<file path="src/rtl/rts_pkg.sv">
package rts_pkg;
  // Output fault applied to a router stub
  typedef enum logic {
    FLT_DOUT_HI = 1'b0,  // data output bit 0 forced high
    FLT_SCAN_LO = 1'b1   // scan output 0 forced low
  } flt_kind_e;
endpackage

</file>
<file path="src/rtl/rts_router_stub.sv">
module rts_router_stub
  import rts_pkg::*;
#(
  parameter int SCAN_CHAINS = 2,
  parameter int CHAIN_LEN   = 4,
  parameter int DATA_W      = 8
) (
  input  logic                   clk,
  input  logic                   rst_n,
  input  logic                   step,
  input  logic                   scan_en,
  input  logic [SCAN_CHAINS-1:0] scan_in,
  input  logic [DATA_W-1:0]      data_in,
  input  logic                   flt_on,
  input  flt_kind_e              flt_kind,
  output logic [SCAN_CHAINS-1:0] scan_out,
  output logic [DATA_W-1:0]      data_out
);
  logic [DATA_W-1:0]      dout_q;
  logic [SCAN_CHAINS-1:0] so_raw;
  logic                   dpar;

  assign dpar = ^dout_q;

  // one shift register per scan chain
  for (genvar c = 0; c < SCAN_CHAINS; c++) begin : g_chain
    logic [CHAIN_LEN-1:0] chain_q;
    always_ff @(posedge clk) begin
      if (!rst_n) begin
        chain_q <= '0;
      end else if (step) begin
        if (scan_en)
          chain_q <= {chain_q[CHAIN_LEN-2:0], scan_in[c]};
        else
          chain_q <= {chain_q[CHAIN_LEN-2:0], chain_q[CHAIN_LEN-1] ^ dpar};
      end
    end
    assign so_raw[c] = chain_q[CHAIN_LEN-1];
  end

  // functional data register, updated on capture beats
  always_ff @(posedge clk) begin
    if (!rst_n)
      dout_q <= '0;
    else if (step && !scan_en)
      dout_q <= {dout_q[DATA_W-2:0], dout_q[DATA_W-1]} ^ data_in;
  end

  // fault hook on outputs only; internal state untouched
  always_comb begin
    scan_out = so_raw;
    data_out = dout_q;
    if (flt_on) begin
      if (flt_kind == FLT_DOUT_HI) data_out[0] = 1'b1;
      else                         scan_out[0] = 1'b0;
    end
  end
endmodule

</file>
<file path="src/rtl/rts_xor_cmp.sv">
module rts_xor_cmp #(
  parameter int N_ROUTERS = 4,
  parameter int RESP_W    = 10
) (
  input  logic [N_ROUTERS*RESP_W-1:0] resp_all,
  output logic                        mismatch,
  output logic [N_ROUTERS-1:0]        odd
);
  localparam int CNT_W = $clog2(N_ROUTERS + 1);

  logic [RESP_W-1:0] resp [N_ROUTERS];
  logic [RESP_W-1:0] maj;
  logic [N_ROUTERS-1:0] diff0;

  for (genvar i = 0; i < N_ROUTERS; i++) begin : g_unpack
    assign resp[i] = resp_all[i*RESP_W +: RESP_W];
  end

  // XOR of each instance against instance 0
  assign diff0[0] = 1'b0;
  for (genvar i = 1; i < N_ROUTERS; i++) begin : g_diff
    assign diff0[i] = |(resp[i] ^ resp[0]);
  end
  assign mismatch = |diff0;

  // bit-wise majority; ties resolve to 0
  for (genvar b = 0; b < RESP_W; b++) begin : g_maj
    logic [CNT_W-1:0] ones;
    always_comb begin
      ones = '0;
      for (int i = 0; i < N_ROUTERS; i++)
        ones = ones + CNT_W'(resp[i][b]);
    end
    assign maj[b] = (32'(ones) * 2) > N_ROUTERS;
  end

  for (genvar i = 0; i < N_ROUTERS; i++) begin : g_odd
    assign odd[i] = |(resp[i] ^ maj);
  end
endmodule

</file>
<file path="src/rtl/rts_err_track.sv">
module rts_err_track #(
  parameter int N_ROUTERS = 4,
  parameter int CYC_W     = 16
) (
  input  logic                 clk,
  input  logic                 rst_n,
  input  logic                 cmp_en,
  input  logic                 diag_en,
  input  logic                 clr,
  input  logic                 mismatch,
  input  logic [N_ROUTERS-1:0] odd,
  output logic                 err_flag,
  output logic [CYC_W-1:0]     err_cycle,
  output logic [N_ROUTERS-1:0] diag_odd
);
  localparam logic [CYC_W-1:0] CNT_MAX = '1;

  logic [CYC_W-1:0] cnt_q;
  logic             hit;

  assign hit = cmp_en && mismatch;

  always_ff @(posedge clk) begin
    if (!rst_n || clr)
      cnt_q <= '0;
    else if (cnt_q != CNT_MAX)
      cnt_q <= cnt_q + 1'b1;
  end

  always_ff @(posedge clk) begin
    if (!rst_n || clr) begin
      err_flag  <= 1'b0;
      err_cycle <= '0;
      diag_odd  <= '0;
    end else if (hit) begin
      err_flag <= 1'b1;
      if (!err_flag) err_cycle <= cnt_q;
      if (diag_en)   diag_odd  <= diag_odd | odd;
    end
  end
endmodule

</file>
<file path="src/rtl/rts_bcast_wrap.sv">
module rts_bcast_wrap
  import rts_pkg::*;
#(
  parameter int N_ROUTERS   = 4,
  parameter int SCAN_CHAINS = 2,
  parameter int CHAIN_LEN   = 4,
  parameter int DATA_W      = 8,
  parameter int CYC_W       = 16
) (
  input  logic                          clk,
  input  logic                          rst_n,
  input  logic                          pat_valid,
  output logic                          pat_ready,
  input  logic                          pat_scan_en,
  input  logic [SCAN_CHAINS-1:0]        pat_scan,
  input  logic [DATA_W-1:0]             pat_data,
  input  logic                          cmp_en,
  input  logic                          diag_en,
  input  logic                          clr,
  input  logic [N_ROUTERS-1:0]          flt_inj,
  input  logic                          flt_kind,
  output logic [DATA_W+SCAN_CHAINS-1:0] obs_resp,
  output logic                          err_flag,
  output logic [CYC_W-1:0]              err_cycle,
  output logic [N_ROUTERS-1:0]          diag_odd
);
  localparam int RESP_W = DATA_W + SCAN_CHAINS;

  logic                        ready_q;
  logic                        fire;
  logic [N_ROUTERS*RESP_W-1:0] resp_all;
  logic                        cmp_mismatch;
  logic [N_ROUTERS-1:0]        cmp_odd;
  flt_kind_e                   kind;

  assign kind = flt_kind_e'(flt_kind);

  always_ff @(posedge clk) begin
    if (!rst_n) ready_q <= 1'b0;
    else        ready_q <= 1'b1;
  end
  assign pat_ready = ready_q;
  assign fire      = pat_valid && ready_q;

  for (genvar i = 0; i < N_ROUTERS; i++) begin : g_rtr
    logic [SCAN_CHAINS-1:0] so;
    logic [DATA_W-1:0]      dout;
    rts_router_stub #(
      .SCAN_CHAINS(SCAN_CHAINS), .CHAIN_LEN(CHAIN_LEN), .DATA_W(DATA_W)
    ) u_rtr (
      .clk(clk), .rst_n(rst_n), .step(fire), .scan_en(pat_scan_en),
      .scan_in(pat_scan), .data_in(pat_data), .flt_on(flt_inj[i]),
      .flt_kind(kind), .scan_out(so), .data_out(dout)
    );
    assign resp_all[i*RESP_W +: RESP_W] = {dout, so};
  end

  assign obs_resp = resp_all[RESP_W-1:0];

  rts_xor_cmp #(.N_ROUTERS(N_ROUTERS), .RESP_W(RESP_W)) u_cmp (
    .resp_all(resp_all), .mismatch(cmp_mismatch), .odd(cmp_odd)
  );

  rts_err_track #(.N_ROUTERS(N_ROUTERS), .CYC_W(CYC_W)) u_trk (
    .clk(clk), .rst_n(rst_n), .cmp_en(cmp_en), .diag_en(diag_en), .clr(clr),
    .mismatch(cmp_mismatch), .odd(cmp_odd), .err_flag(err_flag),
    .err_cycle(err_cycle), .diag_odd(diag_odd)
  );
endmodule

</file>
<file path="config.mk">
export PLATFORM = sky130hd
export DESIGN_NAME = rts_bcast_wrap
export DESIGN_NICKNAME = d
export VERILOG_FILES = /design/src/rtl/rts_pkg.sv /design/src/rtl/rts_router_stub.sv /design/src/rtl/rts_xor_cmp.sv /design/src/rtl/rts_err_track.sv /design/src/rtl/rts_bcast_wrap.sv
export SDC_FILE = /design/constraint.sdc
export NUM_CORES = 1
export LEC_CHECK = 0
export BUFFER_PORTS_ARGS = -buffer_cell sky130_fd_sc_hd__buf_2
export CORE_ASPECT_RATIO = 1.2
export CORE_MARGIN = 3
export CORE_UTILIZATION = 55
export DETAILED_ROUTE_END_ITERATION = 10
export PLACE_DENSITY = 0.83
export SYNTH_ARGS = -nofsm -noshare
export SYNTH_HDL_FRONTEND = slang
export SYNTH_SLANG_ARGS = --single-unit
</file>
<file path="constraint.sdc">
create_clock -name clk -period 5.9 [get_ports clk]
set_input_delay 1.18 -clock clk [delete_from_list [all_inputs] [get_ports clk]]
set_output_delay 1.18 -clock clk [all_outputs]
set_load 0.05 [all_outputs]
</file>
# Yosys cells after proc, flatten, opt, wreduce, memory -nomap -nowiden
# Index checks and enable logic that the tools add are counted.
[word_totals]
out_inout_bits = 32
ff_bits = 102
in_bits = 22
wordCells = 122
[classes]
n_reduce_logical = 17
mux = 25
eq_ne = 1
addsub = 31
n_bitwise = 21
n_lt_le_gt_ge = 10
[op_table]
columns = ["op", "n"]
rows = [
  ["10-bit bitwise XOR", 7],
  ["3-bit by 1-bit adder with 3-bit output", 20],
  ["4-bit by 3-bit > comparator with 1-bit output (second input constant)", 10],
  ["10-bit OR reduction", 4],
  ["8-bit parity", 4],
  ["8-bit bitwise XOR", 4],
  ["30-bit OR reduction", 1],
  ["1-bit 2-to-1 mux", 25],
  ["1-bit by 1-bit adder with 2-bit output", 10],
  ["16-bit by 1-bit adder with 16-bit output (second input constant)", 1],
  ["16-bit inequality test (second input constant)", 1],
  ["1-bit bitwise XOR", 8],
  ["4-bit bitwise OR", 1],
  ["2-bit AND reduction", 2],
  ["1-bit logical AND", 3],
  ["1-bit logical NOT", 2],
  ["1-bit logical OR", 1],
  ["1-bit inverter", 1],
]

# Logic depth before layout (Yosys ltp)
[depth]
depth_word = 9
depth_mapped = 12
depth_no_buf = 12

# Cells and area by module
# Synthesis repeated with hierarchy kept, for this count alone.
[unflattened]
hier_cells = 743
hier_area_um2 = 6740.2
[by_module_without_submodules]
columns = ["module", "seq_area_each_um2", "area_each_um2", "instances", "cells_each"]
rows = [
  ["rts_router_stub", 320.3, 829.5, 4, 81],
  ["rts_xor_cmp", 0.0, 1866.8, 1, 235],
  ["rts_err_track", 740.7, 1529.0, 1, 182],
  ["rts_bcast_wrap", 20.0, 26.3, 1, 2],
]

# Worst setup path before layout
# OpenSTA, ideal clock, no wires.
[synth_timing]
path_type = "in2reg"
start = "input port flt_inj[0]"
end = "register u_trk.diag_odd[1]"
t_required_ps = 5781
arrival_time_ps = 4480
cell_stages = 11
path_slack_ps = 1302
n_path_buf = 0
setup_time_ps = 119
cell_sequence = "a21boi_1 ha_1 fa_1 inv_1 ha_1 nor3b_1 nor2_1 xnor2_1 nand2_1 or4_1 o221a_1"
[synth_via]
elab_chain_len = 8
word_cells_on_any_way = 19
classes_between = "6 x add/sub; 2 x order compare; 2 x mux; 5 x bitwise; 4 x reduce/logical"
[synth_rtl]
columns = ["item", "line_no", "rtl"]
rows = [
  ["start: declaration", "rts_bcast_wrap.sv:20", "input logic [N_ROUTERS-1:0] flt_inj,"],
  ["1-bit 2-to-1 mux", "rts_router_stub.sv:53", "if (flt_on) begin"],
  ["1-bit by 1-bit adder with 2-bit output", "rts_xor_cmp.sv:32", "ones = ones + CNT_W'(resp[i][b]);"],
  ["3-bit by 1-bit adder with 3-bit output (2 in a row)", "rts_xor_cmp.sv:32", ""],
  ["4-bit by 3-bit > comparator with 1-bit output", "rts_xor_cmp.sv:34", "assign maj[b] = (32'(ones) * 2) > N_ROUTERS;"],
  ["10-bit bitwise XOR", "rts_xor_cmp.sv:38", "assign odd[i] = |(resp[i] ^ maj);"],
  ["10-bit OR reduction", "rts_xor_cmp.sv:38", ""],
  ["4-bit bitwise OR", "rts_err_track.sv:38", "if (diag_en) diag_odd <= diag_odd | odd;"],
  ["end signal: assignment", "rts_err_track.sv:38", ""],
  ["end: declaration", "rts_err_track.sv:14", "output logic [N_ROUTERS-1:0] diag_odd"],
]
# Several ways; a longest one is shown, not always the timed one.
# A chain may end at the register's enable or synchronous reset.

# Final worst setup path
[layout_timing]
start = "input port flt_kind"
end = "register u_trk.diag_odd[1]"
[layout_via]
elab_chain_len = 9
word_cells_on_any_way = 33
classes_between = "6 x add/sub; 2 x order compare; 16 x mux; 5 x bitwise; 4 x reduce/logical"
[layout_rtl]
columns = ["item", "line_no", "rtl"]
rows = [
  ["start: declaration", "rts_bcast_wrap.sv:21", "input logic flt_kind,"],
  ["1-bit 2-to-1 mux", "rts_router_stub.sv:54", "if (flt_kind == FLT_DOUT_HI) data_out[0] = 1'b1;"],
  ["1-bit 2-to-1 mux", "rts_router_stub.sv:53", ""],
  ["1-bit by 1-bit adder with 2-bit output", "rts_xor_cmp.sv:32", ""],
  ["3-bit by 1-bit adder with 3-bit output (2 in a row)", "rts_xor_cmp.sv:32", ""],
  ["4-bit by 3-bit > comparator with 1-bit output", "rts_xor_cmp.sv:34", ""],
  ["10-bit bitwise XOR", "rts_xor_cmp.sv:38", ""],
  ["10-bit OR reduction", "rts_xor_cmp.sv:38", ""],
  ["4-bit bitwise OR", "rts_err_track.sv:38", ""],
]
# Several ways; a longest one is shown, not always the timed one.

==> impl_metrics.py <==
metrics = {
    "critical_path": {
        "critical_path.max_stage_delay_ns": 0.46,
        "start_kind": "input port",
        "cp.arrival_ns": 4.10,
        "slowest_stage": "or4_1",
        "critical_path_class": "input port to flop",
        "cp.required_ns": 6.14,
        "crit_path_end_kind": "flop",
        "crit_fanout": 7,
        "cpMostUsedCell": "ha_1",
        "crit_path_cell_trace": "buf_2, a21boi_1, ha_1, fa_1, inv_1, ha_1, nor3b_1, nor2_1, xnor2_1, nand2_1, or4_1, o221a_1",
    },
    "global_routing": {
        "grt_pass1_vias": 5013,
        "antenna_found_initial": 0,
        "grt_use_total_pct": 23.8,
        "grt_pass1_wl_um": 23500,
        "grt_max_degree": 68,
        "grt-ovfl-total": 0,
    },
    "final_layout": {
        "fin_util_pct": 62.4,
        "multi_input_comb_area_um2": 3700,
        "fin_area_um2": 6700,
        "diodes": 0,
        "final_cell_mix": "nand2_1 (105), dfxtp_1 (102), xnor2_1 (82), buf_2 (53), inv_1 (45)",
        "layout_commonest_cell": "nand2_1",
        "drive_above_1_share_pct": 11.6,
        "regArea_um2": 2040,
        "nets": 788,
        "n_fill_cell": 860,
        "area_growth_pct": 8.36,
        "final-instance-count-excl-fill": 859,
    },
    "run_status": {
        "status": "complete, no violations",
    },
    "clock_tree": {
        "cts_htree_levels": 3,
        "clkSinkCount": 102,
        "postCtsHoldBufs": 0,
        "cts_made_buffers": 9,
        "clk_latency_ns": 0.35,
        "cts_buffer_depth": 2,
        "clockRootBuffer": "clkbuf_16",
        "cts_tree": "done",
        "post_cts.repair.setup_buffers": 0,
        "cts.clk_slew.worst_paths_ns": 0.07,
        "cts_resized": 0,
    },
    "floorplan": {
        "die_h_um": 122,
        "core_um2": 10700,
        "initial_core_util_pct": 57.6,
        "num_rows": 41,
        "die_w_um": 103,
        "die_area_um2": 12500,
        "num_io_pins": 54,
    },
    "sta": {
        "setup_tns_ns": 0,
        "fmax_ghz": 0.259,
        "finalCriticalPeriod_ns": 3.86,
        "drv_slew": 0,
        "hold_violations": 0,
        "maxSlewHeadroom_pct": 18.5,
        "post-route-period-util_pct": 65.4,
        "finalClockSkew_ns": 0.00482,
        "rsz0062_at_grt": "false",
        "tightest_slew_ns": 1.22,
        "setup_viol": 0,
    },
    "placed_design": {
        "place_area_um2": 6350,
        "placedCellCount": 843,
        "io_buffers": 53,
        "place_congestion": 1.01,
        "dp_hpwl_um": 10500,
    },
    "drt": {
        "vias": 5073,
        "via_per_inst": 5.91,
        "wl_per_cell_um": 16.8,
        "route.detailed.drc": 0,
        "ant_nets": 0,
        "totalWireLength_um": 14400,
        "drt-pass1-iter-count": 7,
        "drtIter0Drc": 316,
    },
    "logic_synthesis": {
        "syn_inst": 727,
        "synth_ff_type": "dfxtp_1",
        "async_flop_share_pct": 0,
        "synth.avg_cell_area_um2": 8.50,
        "synth_edf_count": 0,
        "synth_cell_types": 57,
        "yosysSeqAreaShare_pct": 33.0,
        "syn_nets": 790,
        "netlist_area_um2": 6180,
        "synth_warnings": 0,
        "ys_seq_elements": 102,
    },
    "worst_hold_path": {
        "hold_path_class": "flop to flop",
    },
    "pwr": {
        "powerDensity_nw_per_um2": 256,
        "leakage_nw": 3.06,
        "vdd.ir_drop.worst_v": 0.000135,
    },
    "run": {
        "maxCapViolations": 0,
    },
}
[per-stage QoR]
| step | hold WS (ns) | power, mW | worst slack (ns) |
|---|---|---|---|
| CTS | 0.449 | 1.72 | 2.05 |
| detailed placement | 0.438 | 1.05 | 1.68 |
| finish | 0.446 | 1.72 | 2.04 |
| global route | 0.464 | 1.78 | 1.79 |
| floorplan | 0.438 | 0.987 | 1.30 |
| global placement | 0.432 | 1.04 | 1.79 |
[power breakdown]
| group | switching, mW | leakage, nW | internal [mW] | total [mW] |
|---|---|---|---|---|
| clock | 0.278 | 0.164 | 0.391 | 0.670 |
| combinational | 0.172 | 2.07 | 0.126 | 0.298 |
| sequential | 0.0388 | 0.829 | 0.709 | 0.747 |
[per-layer routing]
layer,up-vias,track usage [%],part of all wire [%]
li1,2437,-,-
met1,2409,28.1,41
met2,173,40.2,49
met3,54,5.33,6.1
met4,0,11.8,4.1
met5,-,0,0
[Yosys cell counts, types with 2 or more instances]
cell | count | share of area [%]
a21boi_1 | 2 | 0.24
a221oi_1 | 4 | 0.57
fa_1 | 10 | 3.2
a311oi_1 | 2 | 0.28
nor3b_1 | 2 | 0.24
nand3_1 | 28 | 2.3
a21oi_1 | 12 | 0.97
o22ai_1 | 5 | 0.51
nand2_1 | 105 | 6.4
nor2b_1 | 3 | 0.30
a21boi_0 | 25 | 3.0
or3_1 | 3 | 0.30
ha_1 | 31 | 6.3
nand4_1 | 6 | 0.61
nand2b_1 | 3 | 0.30
buf_4 | 8 | 0.97
nor4_1 | 6 | 0.61
o21ai_1 | 18 | 1.5
o21ai_0 | 8 | 0.65
nor2_1 | 26 | 1.6
a22oi_1 | 6 | 0.73
nor3_1 | 15 | 1.2
buf_1 | 8 | 0.49
o211a_1 | 38 | 6.2
a31oi_1 | 3 | 0.30
dfxtp_1 | 102 | 33
a211oi_1 | 2 | 0.24
xnor2_1 | 82 | 12
and3_2 | 3 | 0.36
o221a_1 | 3 | 0.55
clkbuf_1 | 49 | 3.0
xor2_1 | 23 | 3.3
or4_1 | 3 | 0.36
and3b_1 | 6 | 0.85
buf_2 | 3 | 0.24
and4_1 | 2 | 0.28
and3_1 | 8 | 0.81
inv_1 | 45 | 2.7
[cell type report]
class	instances	area share, %
Tap cell	129	2.41
Multi-Input combinational cell	512	55.3
Sequential cell	102	30.5
Inverter	45	2.52
Clock buffer	10	3.57
Timing Repair Buffer	55	4.19
Clock inverter	6	1.55
[worst max-delay path, delay by kind of cell]
family                     cells  cell delay, ns
xor gates and xnor gates       1            0.17
adders and majority gates      3            0.98
AOI/OAI and AO/OA              2            0.57
and+or+nand+nor                4            0.99
buffers and inverters          2            0.22
[cells by family (layout without fill, tap and decap cells)]
kind of cell	Yosys count	after routing	share of synthesized area (%)
and+or+nand+nor	226	226	17.5
AOI/OAI and AO/OA	138	138	17.3
adders and majority gates	41	41	9.52
DFF	102	102	33.0
muxes	2	2	0.385
buffers and inverters	113	116	7.41
xor gates and xnor gates	105	105	14.9
[final timing paths]
path / startpoint / end / slack [ns] / cells after the start
max reg2reg: g_rtr[0].u_rtr.g_chain[0].chain_q[3]$_SDFFE_PN0P_ / u_trk.diag_odd[1]$_SDFFE_PP0P_ / 2.59 / 11
min: u_trk.err_cycle[15]$_SDFFE_PP0P_ / u_trk.err_cycle[15]$_SDFFE_PP0P_ / 0.45 / 2
min reg2reg: u_trk.err_cycle[15]$_SDFFE_PP0P_ / u_trk.err_cycle[15]$_SDFFE_PP0P_ / 0.45 / 2
max: flt_kind / u_trk.diag_odd[1]$_SDFFE_PP0P_ / 2.04 / 12
[state kept, by name, indices dropped and copies added, names as in the netlist]
register / cells
u_trk.cnt_q: 16
pat_ready: 1
u_trk.err_flag: 1
g_rtr.u_rtr.g_chain.chain_q: 32
u_trk.diag_odd: 4
u_trk.err_cycle: 16
g_rtr.u_rtr.dout_q: 32
(Power assumes the default switching activity.)
